`src/rtl/win_part_pkg.sv`:
```
package win_part_pkg;
   typedef enum logic [1:0] {
      PS_IDLE,
      PS_LEAD,
      PS_ZERO,
      PS_NONZ
   } part_state_e;
endpackage

```
`src/rtl/exp_bit_feed.sv`:
```
module exp_bit_feed #(
   parameter int EXP_W = 32,
   parameter int LW    = $clog2(EXP_W + 1)
) (
   input  logic             clk,
   input  logic             rst_n,
   input  logic             load,
   input  logic [EXP_W-1:0] exp_in,
   input  logic             step,
   output logic             cur_bit,
   output logic [LW-1:0]    bits_left
);
   logic [EXP_W-1:0] sh_q;

   always_ff @(posedge clk) begin
      if (!rst_n) begin
         sh_q      <= '0;
         bits_left <= '0;
      end else if (load) begin
         sh_q      <= exp_in;
         bits_left <= LW'(EXP_W);
      end else if (step) begin
         sh_q      <= {sh_q[EXP_W-2:0], 1'b0};
         bits_left <= bits_left - LW'(1);
      end
   end

   assign cur_bit = sh_q[EXP_W-1];

   AST_FEED_UNDERFLOW: assert property (@(posedge clk) disable iff (!rst_n)
      step |-> bits_left != '0);
endmodule

```
`src/rtl/nz_accum.sv`:
```
module nz_accum #(
   parameter int WIN_MAX = 5,
   parameter int ZRUN    = 2,
   parameter int KW      = $clog2(WIN_MAX + 1)
) (
   input  logic               clk,
   input  logic               rst_n,
   input  logic               clr,
   input  logic               seed,
   input  logic               push,
   input  logic               bit_in,
   output logic [WIN_MAX-1:0] cur_val,
   output logic [KW-1:0]      cur_len,
   output logic [KW-1:0]      cur_tz,
   output logic [WIN_MAX-1:0] nxt_val,
   output logic [KW-1:0]      nxt_len,
   output logic [KW-1:0]      nxt_tz
);
   localparam logic [KW-1:0] K_L = KW'(WIN_MAX);
   localparam logic [KW-1:0] Q_L = KW'(ZRUN);

   always_comb begin
      nxt_val = {cur_val[WIN_MAX-2:0], bit_in};
      nxt_len = cur_len + KW'(1);
      nxt_tz  = bit_in ? '0 : cur_tz + KW'(1);
   end

   always_ff @(posedge clk) begin
      if (!rst_n || clr) begin
         cur_val <= '0;
         cur_len <= '0;
         cur_tz  <= '0;
      end else if (seed) begin
         cur_val <= WIN_MAX'(1);
         cur_len <= KW'(1);
         cur_tz  <= '0;
      end else if (push) begin
         cur_val <= nxt_val;
         cur_len <= nxt_len;
         cur_tz  <= nxt_tz;
      end
   end

   AST_ACC_LEN: assert property (@(posedge clk) disable iff (!rst_n)
      cur_len <= K_L);
   AST_ACC_ZRUN: assert property (@(posedge clk) disable iff (!rst_n)
      cur_tz <= Q_L);
   AST_ACC_LEADS_ONE: assert property (@(posedge clk) disable iff (!rst_n)
      cur_len != '0 |-> cur_val != '0);
endmodule

```
`src/rtl/exp_window_part.sv`:
```
module exp_window_part
   import win_part_pkg::*;
#(
   parameter int EXP_W   = 32,
   parameter int WIN_MAX = 5,
   parameter int ZRUN    = 2,
   localparam int LW     = $clog2(EXP_W + 1),
   localparam int KW     = $clog2(WIN_MAX + 1)
) (
   input  logic               clk,
   input  logic               rst_n,
   input  logic               start,
   input  logic [EXP_W-1:0]   exp_in,
   output logic               idle,
   output logic               win_valid,
   input  logic               win_ready,
   output logic [WIN_MAX-1:0] win_value,
   output logic [LW-1:0]      win_len,
   output logic               win_zero,
   output logic               win_last
);
   localparam logic [KW-1:0] K_L = KW'(WIN_MAX);
   localparam logic [KW-1:0] Q_L = KW'(ZRUN);

   if (ZRUN < 2 || ZRUN > 5) begin : g_bad_zrun
      $error("ZRUN must lie in 2..5");
   end
   if (WIN_MAX < 2 || WIN_MAX < ZRUN) begin : g_bad_win
      $error("WIN_MAX must be at least 2 and at least ZRUN");
   end
   if (EXP_W < WIN_MAX) begin : g_bad_exp
      $error("EXP_W must be at least WIN_MAX");
   end

   part_state_e state_q, state_n;
   logic [LW-1:0] zcnt_q, zcnt_n;
   logic          load, step, cur_bit;
   logic [LW-1:0] bits_left;
   logic          acc_clr, acc_seed, acc_push;
   logic [WIN_MAX-1:0] cur_val, nxt_val;
   logic [KW-1:0]      cur_len, cur_tz, nxt_len, nxt_tz;
   logic               emit, e_zero, e_last;
   logic [WIN_MAX-1:0] e_val;
   logic [LW-1:0]      e_len;
   logic               adv, has_bit, more;

   exp_bit_feed #(.EXP_W(EXP_W), .LW(LW)) u_feed (
      .clk(clk), .rst_n(rst_n), .load(load), .exp_in(exp_in), .step(step),
      .cur_bit(cur_bit), .bits_left(bits_left));

   nz_accum #(.WIN_MAX(WIN_MAX), .ZRUN(ZRUN), .KW(KW)) u_acc (
      .clk(clk), .rst_n(rst_n), .clr(acc_clr), .seed(acc_seed), .push(acc_push),
      .bit_in(cur_bit), .cur_val(cur_val), .cur_len(cur_len), .cur_tz(cur_tz),
      .nxt_val(nxt_val), .nxt_len(nxt_len), .nxt_tz(nxt_tz));

   assign adv     = !win_valid || win_ready;
   assign has_bit = bits_left != '0;
   assign more    = bits_left > LW'(1);
   assign idle    = state_q == PS_IDLE;

   always_comb begin
      state_n  = state_q;
      zcnt_n   = zcnt_q;
      load     = 1'b0;
      step     = 1'b0;
      acc_clr  = 1'b0;
      acc_seed = 1'b0;
      acc_push = 1'b0;
      emit     = 1'b0;
      e_val    = '0;
      e_len    = '0;
      e_zero   = 1'b0;
      e_last   = 1'b0;
      unique case (state_q)
         PS_IDLE: if (start) begin
            load    = 1'b1;
            state_n = PS_LEAD;
         end
         PS_LEAD: if (adv) begin
            if (!has_bit) begin
               emit    = 1'b1;
               e_zero  = 1'b1;
               e_len   = LW'(EXP_W);
               e_last  = 1'b1;
               state_n = PS_IDLE;
            end else begin
               step = 1'b1;
               if (cur_bit) begin
                  acc_seed = 1'b1;
                  state_n  = PS_NONZ;
               end
            end
         end
         PS_ZERO: if (adv) begin
            if (!has_bit) begin
               emit    = 1'b1;
               e_zero  = 1'b1;
               e_len   = zcnt_q;
               e_last  = 1'b1;
               state_n = PS_IDLE;
            end else begin
               step = 1'b1;
               if (cur_bit) begin
                  emit     = zcnt_q != '0;
                  e_zero   = 1'b1;
                  e_len    = zcnt_q;
                  acc_seed = 1'b1;
                  zcnt_n   = '0;
                  state_n  = PS_NONZ;
               end else begin
                  zcnt_n = zcnt_q + LW'(1);
               end
            end
         end
         PS_NONZ: if (adv) begin
            if (!has_bit) begin
               emit    = 1'b1;
               e_val   = cur_val >> cur_tz;
               e_len   = LW'(cur_len - cur_tz);
               e_last  = cur_tz == '0;
               acc_clr = 1'b1;
               zcnt_n  = LW'(cur_tz);
               state_n = (cur_tz == '0) ? PS_IDLE : PS_ZERO;
            end else begin
               step = 1'b1;
               if (cur_len == '0) begin
                  if (cur_bit) acc_seed = 1'b1;
                  else begin
                     zcnt_n  = LW'(1);
                     state_n = PS_ZERO;
                  end
               end else if (more && (nxt_tz == Q_L || nxt_len == K_L)) begin
                  emit    = 1'b1;
                  e_val   = nxt_val >> nxt_tz;
                  e_len   = LW'(nxt_len - nxt_tz);
                  acc_clr = 1'b1;
                  zcnt_n  = LW'(nxt_tz);
                  state_n = (nxt_tz == '0) ? PS_NONZ : PS_ZERO;
               end else begin
                  acc_push = 1'b1;
               end
            end
         end
         default: state_n = PS_IDLE;
      endcase
   end

   always_ff @(posedge clk) begin
      if (!rst_n) begin
         state_q   <= PS_IDLE;
         zcnt_q    <= '0;
         win_valid <= 1'b0;
         win_value <= '0;
         win_len   <= '0;
         win_zero  <= 1'b0;
         win_last  <= 1'b0;
      end else begin
         state_q <= state_n;
         zcnt_q  <= zcnt_n;
         if (emit) begin
            win_valid <= 1'b1;
            win_value <= e_val;
            win_len   <= e_len;
            win_zero  <= e_zero;
            win_last  <= e_last;
         end else if (win_ready) begin
            win_valid <= 1'b0;
         end
      end
   end

   AST_NZ_ODD: assert property (@(posedge clk) disable iff (!rst_n)
      win_valid && !win_zero |-> win_value[0]);
   AST_NZ_MAXLEN: assert property (@(posedge clk) disable iff (!rst_n)
      win_valid && !win_zero |-> (win_len != '0 && win_len <= LW'(WIN_MAX)));
   AST_ZW_CLEAN: assert property (@(posedge clk) disable iff (!rst_n)
      win_valid && win_zero |-> (win_value == '0 && win_len != '0));
   AST_STALL_HOLD: assert property (@(posedge clk) disable iff (!rst_n)
      win_valid && !win_ready |=> win_valid && $stable(win_value) && $stable(win_len)
                                  && $stable(win_zero) && $stable(win_last));
   AST_BUSY_NO_LOAD: assert property (@(posedge clk) disable iff (!rst_n)
      !idle |-> !load);
endmodule

```
`config.mk`:
```
export PLATFORM = sky130hd
export DESIGN_NAME = exp_window_part
export DESIGN_NICKNAME = d
export VERILOG_FILES = /design/src/rtl/win_part_pkg.sv /design/src/rtl/exp_bit_feed.sv /design/src/rtl/nz_accum.sv /design/src/rtl/exp_window_part.sv
export SDC_FILE = /design/constraint.sdc
export NUM_CORES = 1
export LEC_CHECK = 0
export BUFFER_PORTS_ARGS = -buffer_cell sky130_fd_sc_hd__clkbuf_2
export CORE_AREA = 5 5 113 83
export DETAILED_ROUTE_END_ITERATION = 16
export DIE_AREA = 0 0 118 88
export PLACE_DENSITY_LB_ADDON = 0.25
export SLEW_MARGIN = 10
export SYNTH_ARGS = -nofsm -noshare
export SYNTH_HDL_FRONTEND = slang
export SYNTH_SLANG_ARGS = --single-unit
```
`constraint.sdc`:
```
create_clock -name clk -period 3 [get_ports clk]
set_input_delay 0.3 -clock clk [delete_from_list [all_inputs] [get_ports clk]]
set_output_delay 0.3 -clock clk [all_outputs]
set_load 0.005 [all_outputs]
```
Word level (Yosys, flattened, before mapping) --
Cells that the tools add are included.
Word-level totals: register bits after elaboration 71, bits in latches 0, RAM bits 0, bits in read-only memories 0, input bits 36, output and inout port bits 15, logic and storage cells 141, memories kept 0
Operators by class: add/sub/neg operators 6, $mul 0, div/mod/pow operators 0, magnitude comparators 1, eq/ne operators 13, shift operators 2, muxes and demuxes 81, bitwise operators 1, reduce and logical (&&, ||, !) cells 22
Operators with widths (count):
- $mux 6 | 19
- $mux 32 | 2
- $mux 1 | 37
- $mux 5 | 5
- $mux 2 | 10
- $pmux 6 s3 | 1
- $pmux 6 s2 | 1
- $reduce_and 6->1 | 2
- $reduce_bool 6->1 | 2
- $shr 5x3->5 | 2
- $logic_not 3->1 | 3
- $ne 2x2->1 const B | 4
- $ne 4x4->1 const B | 2
- $reduce_bool 2->1 | 4
- $sub 3x3->4 | 2
- $add 3x1->3 const B | 2
- $add 6x1->6 const B | 1
- $gt 6x1->1 const B | 1
- $pmux 1 s2 | 3
- $pmux 2 s3 | 1
- $reduce_or 2->1 | 3
- $sub 6x1->6 const B | 1
- $eq 2x2->1 const B | 2
- $eq 3x2->1 const B | 1
- other kinds (12) | 15

Depth between registers and ports, before layout --
Gate-level depths: netlist of the first run.
depth after elaboration 12, gate-level depth with buffers 12, gate-level depth less buffers 8

By module --
Synthesis of the first run repeated with hierarchy kept, for this count alone.
Second synthesis, totals: cells, all modules 506, area, all modules 4325.4 sq um
Modules (own cells, without submodules):
- exp_window_part | instances 1, cells each 251, area an instance 1994.4 sq um, sequential area each 440.4 sq um
- exp_bit_feed | instances 1, cells each 200, area an instance 1800.5 sq um, sequential area each 760.7 sq um
- nz_accum | instances 1, cells each 55, area an instance 530.5 sq um, sequential area each 220.2 sq um

Worst setup path before layout of the first run --
Ideal clock, no wire load.
kind flip-flop to flip-flop, from reg u_acc.cur_tz[0], to reg win_valid, setup time 115 ps, arrival time 2803 ps, required time 2885 ps, slack 82 ps, cell stages (with the launch flop) 13, clock period less this slack 2918 ps, cell sequence dfxtp_1 clkbuf_1 clkbuf_1 inv_1 ha_1 nand2b_1 inv_2 a32oi_2 nor4_2 or3_1 buf_2 buf_6 o21a_1
Between the ends: longest elaborated chain between the ends 11
RTL lines:
- start, declared | RTL line nz_accum.sv:14 | output logic [KW-1:0] cur_tz,
- start signal, assigned | RTL line nz_accum.sv:40 | cur_tz <= nxt_tz;
- $add 3x1->3 (*) | RTL line nz_accum.sv:25 | nxt_tz = bit_in ? '0 : cur_tz + KW'(1);
- $mux 3 (*) | RTL line nz_accum.sv:25
- via nxt_tz[1] | RTL line exp_window_part.sv:41 | logic [KW-1:0] cur_len, cur_tz, nxt_len, nxt_tz;
- $eq 3x2->1 (*) | RTL line exp_window_part.sv:132 | end else if (more && (nxt_tz == Q_L || nxt_len == K_L)) begin
- $logic_or 1x1->1 (*) | RTL line exp_window_part.sv:132
- $logic_and 1x1->1 (*) | RTL line exp_window_part.sv:132
- $mux 1 (*) | RTL line exp_window_part.sv:132
- $mux 1 (*) | RTL line exp_window_part.sv:126 | if (cur_len == '0) begin
- $mux 1 (*) | RTL line exp_window_part.sv:116 | if (!has_bit) begin
- $mux 1 (*) | RTL line exp_window_part.sv:115 | PS_NONZ: if (adv) begin
- $pmux 1 s3 (*) | RTL line exp_window_part.sv:74 | unique case (state_q)
- $mux 1 or $reduce_bool 2->1 (tied branches)
- end signal, assigned | RTL line exp_window_part.sv:152 | win_valid <= 1'b0;
- end signal, assigned | RTL line exp_window_part.sv:161 | win_valid <= 1'b1;
- end signal, assigned | RTL line exp_window_part.sv:167 | win_valid <= 1'b0;
- end, declared | RTL line exp_window_part.sv:15 | output logic win_valid,
Mark *: on every way through the listed nets, which the timed path passes. The rest lies on a longest branch. A chain may end at the register's enable or synchronous reset.

Final worst setup path of the first run --
from reg u_acc.cur_tz[1], to reg win_value[3]
Between the ends: longest elaborated chain between the ends 10
RTL lines:
- $add 3x1->3 (*) | RTL line nz_accum.sv:25
- $mux 3 (*) | RTL line nz_accum.sv:25
- via nxt_tz[1] | RTL line exp_window_part.sv:41
- $eq 3x2->1 | RTL line exp_window_part.sv:132
- $logic_or 1x1->1 | RTL line exp_window_part.sv:132
- $logic_and 1x1->1 | RTL line exp_window_part.sv:132
- $mux 1 or $mux 5 (tied branches) | RTL line exp_window_part.sv:132
- $mux 1 or $mux 5 (tied branches) | RTL line exp_window_part.sv:126
- $mux 1 or $mux 5 (tied branches) | RTL line exp_window_part.sv:116
- $mux 1 or $mux 5 (tied branches) | RTL line exp_window_part.sv:115
- $pmux 1 s3 or $mux 5 (tied branches) | RTL line exp_window_part.sv:74
- end signal, assigned | RTL line exp_window_part.sv:162 | win_value <= e_val;
- end, declared | RTL line exp_window_part.sv:17 | output logic [WIN_MAX-1:0] win_value,
Marked as above.

==> impl_metrics.tcl, run 1 <==
set metrics [dict create \
    die_h_um 88 \
    num_antenna_cells 0 \
    drt-pass1-iter-count 5 \
    layout-drive-gt1-share_pct 16.52 \
    hpwl_after_dpl_um 7877 \
    cts_setup_buffers 0 \
    io_buffer_count 50 \
    worst-r2r-cell-count 8 \
    fin_crit_ps 2665 \
    timing.max_cap.violations 0 \
    outcome "finished clean" \
    worst-setup-path-type "register to register" \
    final_core_utilization_pct 58.35 \
    totalWireLength_um 11000 \
    rr_endpoint "win_value[3]$_SDFFE_PN0P_" \
    reg2reg_setup_slack_ps 340 \
    dieArea_sq_um 10380 \
    synth.distinct_cells 65 \
    slew-limit-headroom_pct 58.30 \
    detail_route.drc_violations 0 \
    layout.cells.most_common_list "sky130_fd_sc_hd__nand2_1 (85), sky130_fd_sc_hd__dfxtp_1 (71), sky130_fd_sc_hd__nor2_1 (58)" \
    routed_via_density 5.946 \
    synth_ff_type "sky130_fd_sc_hd__dfxtp_1" \
    ys_ff_latch 71 \
    ys_warn_count 0 \
    transition_time_of_the_tightest_slew_check_pin_ps 620.8 \
    grt_pass1_vias 3775 \
    number_of_placed_i_o_pins 51 \
    grt_setup_unrepaired "false" \
    max-clock-path-buffers 2 \
    setup-violations-final 0 \
    cp_slowest_stage_delay_ps 480 \
    timing.hold.worst_endpoint "u_feed.sh_q[10]$_SDFFE_PN0P_" \
    tritoncts "yes" \
    fmax_ghz 0.3753 \
    critPathMaxFanout 12 \
    final_period_utilization_pct 88.83 \
    critical_path.cell_chain "inv_1, ha_1, nand2b_1, inv_2, a32oi_2, nor4_2, or3_1, mux2i_1" \
    synth_edf_count 0 \
    via_count 3936 \
    syn_nets 576 \
    cts_made_buffers 9 \
    clock-skew-final_ps 8.179 \
    clkSlewWorstSetupHoldPaths_ps 50 \
    required_worst_endpoint_ps 3250 \
    asyncSetResetFlopFracSynth_pct 0 \
    drtAntennaViolNets 0 \
    slew_violations 0 \
    share_of_synthesized_area_occupied_by_flip_flops_and_latches_pct 33.99 \
    initial_antenna_violation_count 0 \
    holdCritPathClass "primary input to register" \
    grt_usage_pct 22.13 \
    root_buffer "sky130_fd_sc_hd__clkbuf_16" \
    grt_first_pass_wirelength_um 18620 \
    cts-hold-fix-buffers 0 \
    start_util_pct 51.01 \
    worstPathArrival_ps 2920 \
    rows 28 \
    timing_hold_violations_final 0 \
    synth.cell_area_sq_um 4182 \
    layout.nets 613 \
    post_synth.cell_area_avg_sq_um 8.088 \
    detail_route.iter0.violations 324 \
    worst_hold_startpoint "exp_in[10]" \
    htree_num_levels 3 \
    routedWlPerCell_um 16.61 \
    startpoint_type "register" \
    total_global_routing_overflow 0 \
    synthToLayoutAreaGrowth_pct 14.39 \
    finalSetupTns_ps 0 \
    cellLeakagePower_uw 0.001854 \
    gp_routability_congestion 0.9417 \
    overall_die_width_um 118 \
    crit-reg2reg-launch "u_acc.cur_tz[1]$_SDFFE_PP0P_" \
    layout.filler_cells 795 \
    critical_path.slowest_cell "sky130_fd_sc_hd__dfxtp_1" \
    netlist_instances 517 \
    cts_resized 0 \
    layout_commonest_cell "sky130_fd_sc_hd__nand2_1" \
    cts.sinks 71 \
    total_power_consumption_of_the_routed_design_uw 4085 \
    fp.coreArea_sq_um 8198 \
    whs_path_depth 3 \
    max-vdd-ir-drop_uv 459.8 \
    total_power_per_unit_cell_area_nw_per_um2 854.1 \
    pin_count_of_the_biggest_net_entering_global_routing 32 \
    critPathCaptureType "register" \
    worstSkewPairLatency_ps 340 \
]
-- area by class of cell --
| type | instances | area, sq um | share of cell area, % |
|---|---|---|---|
| Clock buffer | 13 | 260.3 | 5.441 |
| Clock inverter | 1 | 5.005 | 0.1046 |
| Inverter | 19 | 71.32 | 1.491 |
| Multi-Input combinational cell | 386 | 2516 | 52.60 |
| Sequential cell | 71 | 1421 | 29.71 |
| Tap cell | 105 | 131.4 | 2.747 |
| Timing Repair Buffer | 67 | 377.9 | 7.900 |
-- kinds of logic (layout without fill, tap and decap cells) --
family | Yosys count | count (layout) | share of synthesized area, %
AOI/OAI and AO/OA | 132 | 132 | 23.73
xor gates and xnor gates | 11 | 11 | 2.304
adders and majority gates | 23 | 23 | 7.241
buffers and inverters | 60 | 100 | 6.194
DFF | 71 | 71 | 33.99
muxes | 20 | 20 | 4.847
and+or+nand+nor | 200 | 200 | 21.69
-- registers in the layout, indices dropped and copies added, names as in the netlist, 2 cells and up --
name              flops
u_feed.sh_q          32
u_feed.bits_left      6
win_len               6
u_acc.cur_tz          3
u_acc.cur_len         3
zcnt_q                6
state_q               2
u_acc.cur_val         5
win_value             5
-- synth_stat cells, drive strengths merged, types with 14 or more instances --
master / number / share of area [%]
nand2: 86 / 7.7
mux2i: 18 / 4.3
a311oi: 33 / 6.9
inv: 18 / 1.6
ha: 21 / 6.3
nor2: 60 / 5.8
dfxtp: 71 / 34
buf: 14 / 2.1
a21oi: 18 / 2.2
o21ai: 15 / 1.8
clkbuf: 27 / 2.4
-- how the worst max path moves through the flow --
stage                                      start                         to  slack (ps)  cells after the start
floorplan           u_acc.cur_tz[0]$_SDFFE_PP0P_     win_valid$_SDFFE_PN0P_          80                     12
global placement    u_acc.cur_tz[1]$_SDFFE_PP0P_  win_value[3]$_SDFFE_PN0P_         510                      8
detailed placement  u_acc.cur_tz[1]$_SDFFE_PP0P_  win_value[3]$_SDFFE_PN0P_         370                      8
CTS                 u_acc.cur_tz[1]$_SDFFE_PP0P_  win_value[3]$_SDFFE_PN0P_         350                      8
global route        u_acc.cur_tz[1]$_SDFFE_PP0P_  win_value[3]$_SDFFE_PN0P_         190                      8
finish              u_acc.cur_tz[1]$_SDFFE_PP0P_  win_value[3]$_SDFFE_PN0P_         340                      8
-- power breakdown --
part / leakage (uW) / switching, uW / internal (uW) / total (uW)
logic: 0.00114 / 1170 / 637 / 1800
registers: 0.000580 / 151 / 1160 / 1310
clock network: 0.000132 / 378 / 594 / 972
-- per-layer routing --
metal	up-vias	track usage, %	part of all wire [%]
met2	134	32.03	41
li1	1952	-	-
met3	18	6.649	7.3
met5	-	0	0
met1	1832	31.60	50
met4	0	7.187	1.7
-- worst max-delay path: cells and delay by family (launching register included) --
kind	cells	cell delay (ps)
buffers and inverters	2	380
and+or+nand+nor	3	910
muxes	1	250
DFF	1	480
adders and majority gates	1	390
AOI/OAI and AO/OA	1	150
-- per-stage QoR --
| step | cells | cell area [sq um] | hold slack [ps] | setup slack [ps] |
|---|---|---|---|---|
| floorplan | 517 | 4182 | 447.5 | 82.37 |
| global placement | 648 | 4518 | 447.5 | 510.1 |
| detailed placement | 648 | 4518 | 452.6 | 373.2 |
| CTS | 662 | 4783 | 220.4 | 349.6 |
| global route | 662 | 4783 | 222.4 | 192.4 |
| finish | 662 | 4783 | 227.6 | 335.2 |
Note: power is estimated with default switching activity, not from simulation.
==> run 2, diff against run 1 <==
Settings changed: CORE_AREA 5 5 113 83 to 5 5 95 97, DIE_AREA 0 0 118 88 to 0 0 100 102, PLACE_DENSITY set to 0.73, PLACE_DENSITY_LB_ADDON 0.25 to unset.
==> run 2 against run 1 <==
Compared with the run above: sequential share of layout area up 0.30 points; clock skew up 4.3 ps; count of clock-buffer cells in the layout down 2; clock power down 19%; core utilization up 0.47 points; design area down 0.99%; final cell count up 0.45%; global-route usage down 0.56 points.
==> impl_metrics.tcl, run 2 (synthesis results as in run 1) <==
set metrics [dict create \
    synthToLayoutAreaGrowth_pct 13.26 \
    stdcell_area_sq_um 4736 \
    startpoint_type "register" \
    busiest_layer "met2" \
    drt-pass1-iter-count 5 \
    layout-drive-gt1-share_pct 17.14 \
    initial_antenna_violation_count 0 \
    max-vdd-ir-drop_uv 377.0 \
    required_worst_endpoint_ps 3290 \
    largest_register_ffs 32 \
    reg2reg_setup_slack_ps 380 \
    rr_endpoint "u_acc.cur_tz[2]$_SDFFE_PP0P_" \
    cts_resized 0 \
    slew-limit-headroom_pct 56.00 \
    clkSlewWorstSetupHoldPaths_ps 80 \
    critical_path.slowest_cell "sky130_fd_sc_hd__dfxtp_1" \
    total_power_consumption_of_the_routed_design_uw 3910 \
    cts_made_buffers 9 \
    globalRouteMet2Util_pct 34.22 \
    timing.hold.worst_endpoint "u_feed.sh_q[2]$_SDFFE_PN0P_" \
    clock-skew-final_ps 12.51 \
    detail_route.iter0.violations 294 \
    dieArea_sq_um 10200 \
    dpl-instance-area_sq_um 4538 \
    layout_commonest_cell "sky130_fd_sc_hd__nand2_1" \
    cellLeakagePower_uw 0.001832 \
    worstSkewPairLatency_ps 350 \
    hpwl_after_dpl_um 7797 \
    start_util_pct 51.93 \
    groute.layer.met3.usage_pct 4.369 \
    pin_count_of_the_biggest_net_entering_global_routing 45 \
    holdCritPathClass "primary input to register" \
    grt_usage_pct 21.57 \
    timing.max_cap.violations 0 \
    setup-violations-final 0 \
    worst_hold_startpoint "exp_in[2]" \
    rows 33 \
    critical_path.cell_chain "inv_1, ha_1, nand2b_1, inv_2, a32oi_2, buf_4, o211a_1, mux2_1, nor2_1" \
    whs_path_depth 3 \
    fmax_ghz 0.3816 \
    cts_setup_buffers 0 \
    finalSetupTns_ps 0 \
    outcome "finished clean" \
    grt_setup_unrepaired "false" \
    transition_time_of_the_tightest_slew_check_pin_ps 656.1 \
    grt_pass1_vias 3654 \
    routedWlPerCell_um 16.19 \
    htree_num_levels 3 \
    max-clock-path-buffers 2 \
    crit-reg2reg-launch "u_acc.cur_tz[1]$_SDFFE_PP0P_" \
    cp_slowest_stage_delay_ps 480 \
    totalWireLength_um 10770 \
    critPathMaxFanout 8 \
    largest-register "u_feed.sh_q" \
    cts-hold-fix-buffers 0 \
    drtAntennaViolNets 0 \
    io_buffer_count 50 \
    worst-r2r-cell-count 9 \
    worst-setup-path-type "register to register" \
    routed_via_density 5.919 \
    critPathCaptureType "register" \
    detail_route.drc_violations 0 \
    num_antenna_cells 0 \
    timing_hold_violations_final 0 \
    tritoncts "yes" \
    layout.cells.most_common_list "sky130_fd_sc_hd__nand2_1 (85), sky130_fd_sc_hd__dfxtp_1 (71), sky130_fd_sc_hd__nor2_1 (58)" \
    slew_violations 0 \
    grtUsageMet1_pct 29.39 \
    total_global_routing_overflow 0 \
    final_cell_count_no_fill 665 \
    die_h_um 102 \
    grt_first_pass_wirelength_um 17910 \
    worstPathArrival_ps 2910 \
    gp_routability_congestion 0.9422 \
    final_period_utilization_pct 87.36 \
    via_count 3936 \
    fin_crit_ps 2621 \
    cts.sinks 71 \
    total_power_per_unit_cell_area_nw_per_um2 825.6 \
    root_buffer "sky130_fd_sc_hd__clkbuf_8" \
    place_inst 649 \
    final_core_utilization_pct 58.82 \
    fp.coreArea_sq_um 8051 \
    overall_die_width_um 100 \
    layout.nets 614 \
    number_of_placed_i_o_pins 51 \
]
## run 2: cell count changes in the layout (fill, tap and decap cells not counted), sizes merged
cell      before  now
inv           18   19
buf           17   18
clkinv         2    3
bufinv         0    1
clkbuf        63   61
clkinvlp       0    1
## run 2: power breakdown
group	switching (uW)	internal [uW]	leakage, uW
Combinational	1160	663	0.00115
Clock	377	407	0.0000997
Sequential	152	1160	0.000580
## run 2: worst max-delay path by stage
stage	from	endpoint	slack, ps
CTS	u_acc.cur_tz[1]$_SDFFE_PP0P_	win_value[4]$_SDFFE_PN0P_	390
floorplan	u_acc.cur_tz[0]$_SDFFE_PP0P_	win_valid$_SDFFE_PN0P_	80
global placement	u_acc.cur_tz[1]$_SDFFE_PP0P_	u_acc.cur_tz[2]$_SDFFE_PP0P_	520
detailed placement	u_acc.cur_tz[1]$_SDFFE_PP0P_	win_len[3]$_SDFFE_PN0P_	420
finish	u_acc.cur_tz[1]$_SDFFE_PP0P_	u_acc.cur_tz[2]$_SDFFE_PP0P_	380
global route	u_acc.cur_tz[1]$_SDFFE_PP0P_	win_len[3]$_SDFFE_PN0P_	180
## run 2: layout make-up
type | instances | area (sq um)
Timing Repair Buffer | 68 | 397.9
Clock buffer | 11 | 141.4
Clock inverter | 5 | 56.30
Sequential cell | 71 | 1421
Fill cell | 734 | 3316
Multi-Input combinational cell | 386 | 2516
Tap cell | 105 | 131.4
Inverter | 19 | 71.32
## run 2: routing by layer
metal / vias up / part of all wire (%) / routed length, um
li1: 1962 / - / -
met5: - / 0 / 0
met2: 117 / 46 / 4918
met1: 1837 / 46 / 4956
met4: 0 / 2.2 / 240
met3: 20 / 6.1 / 653
## run 2: through the flow
| stage | setup WS (ps) | hold WS [ps] |
|---|---|---|
| after detailed placement | 423.1 | 457.5 |
| final | 379.2 | 203.6 |
| after floorplan | 82.37 | 447.5 |
| after CTS | 388.3 | 197.5 |
| after global routing | 177.4 | 204.7 |
| after global placement | 518.4 | 445.0 |
## run 2: worst max-delay path: cells and delay by family (launching register included)
kind / cells / cell delay (ps)
compound gates: 2 / 590
buf+inv: 3 / 500
flops: 1 / 480
fa+ha+maj: 1 / 370
mux: 1 / 360
simple gates: 2 / 240
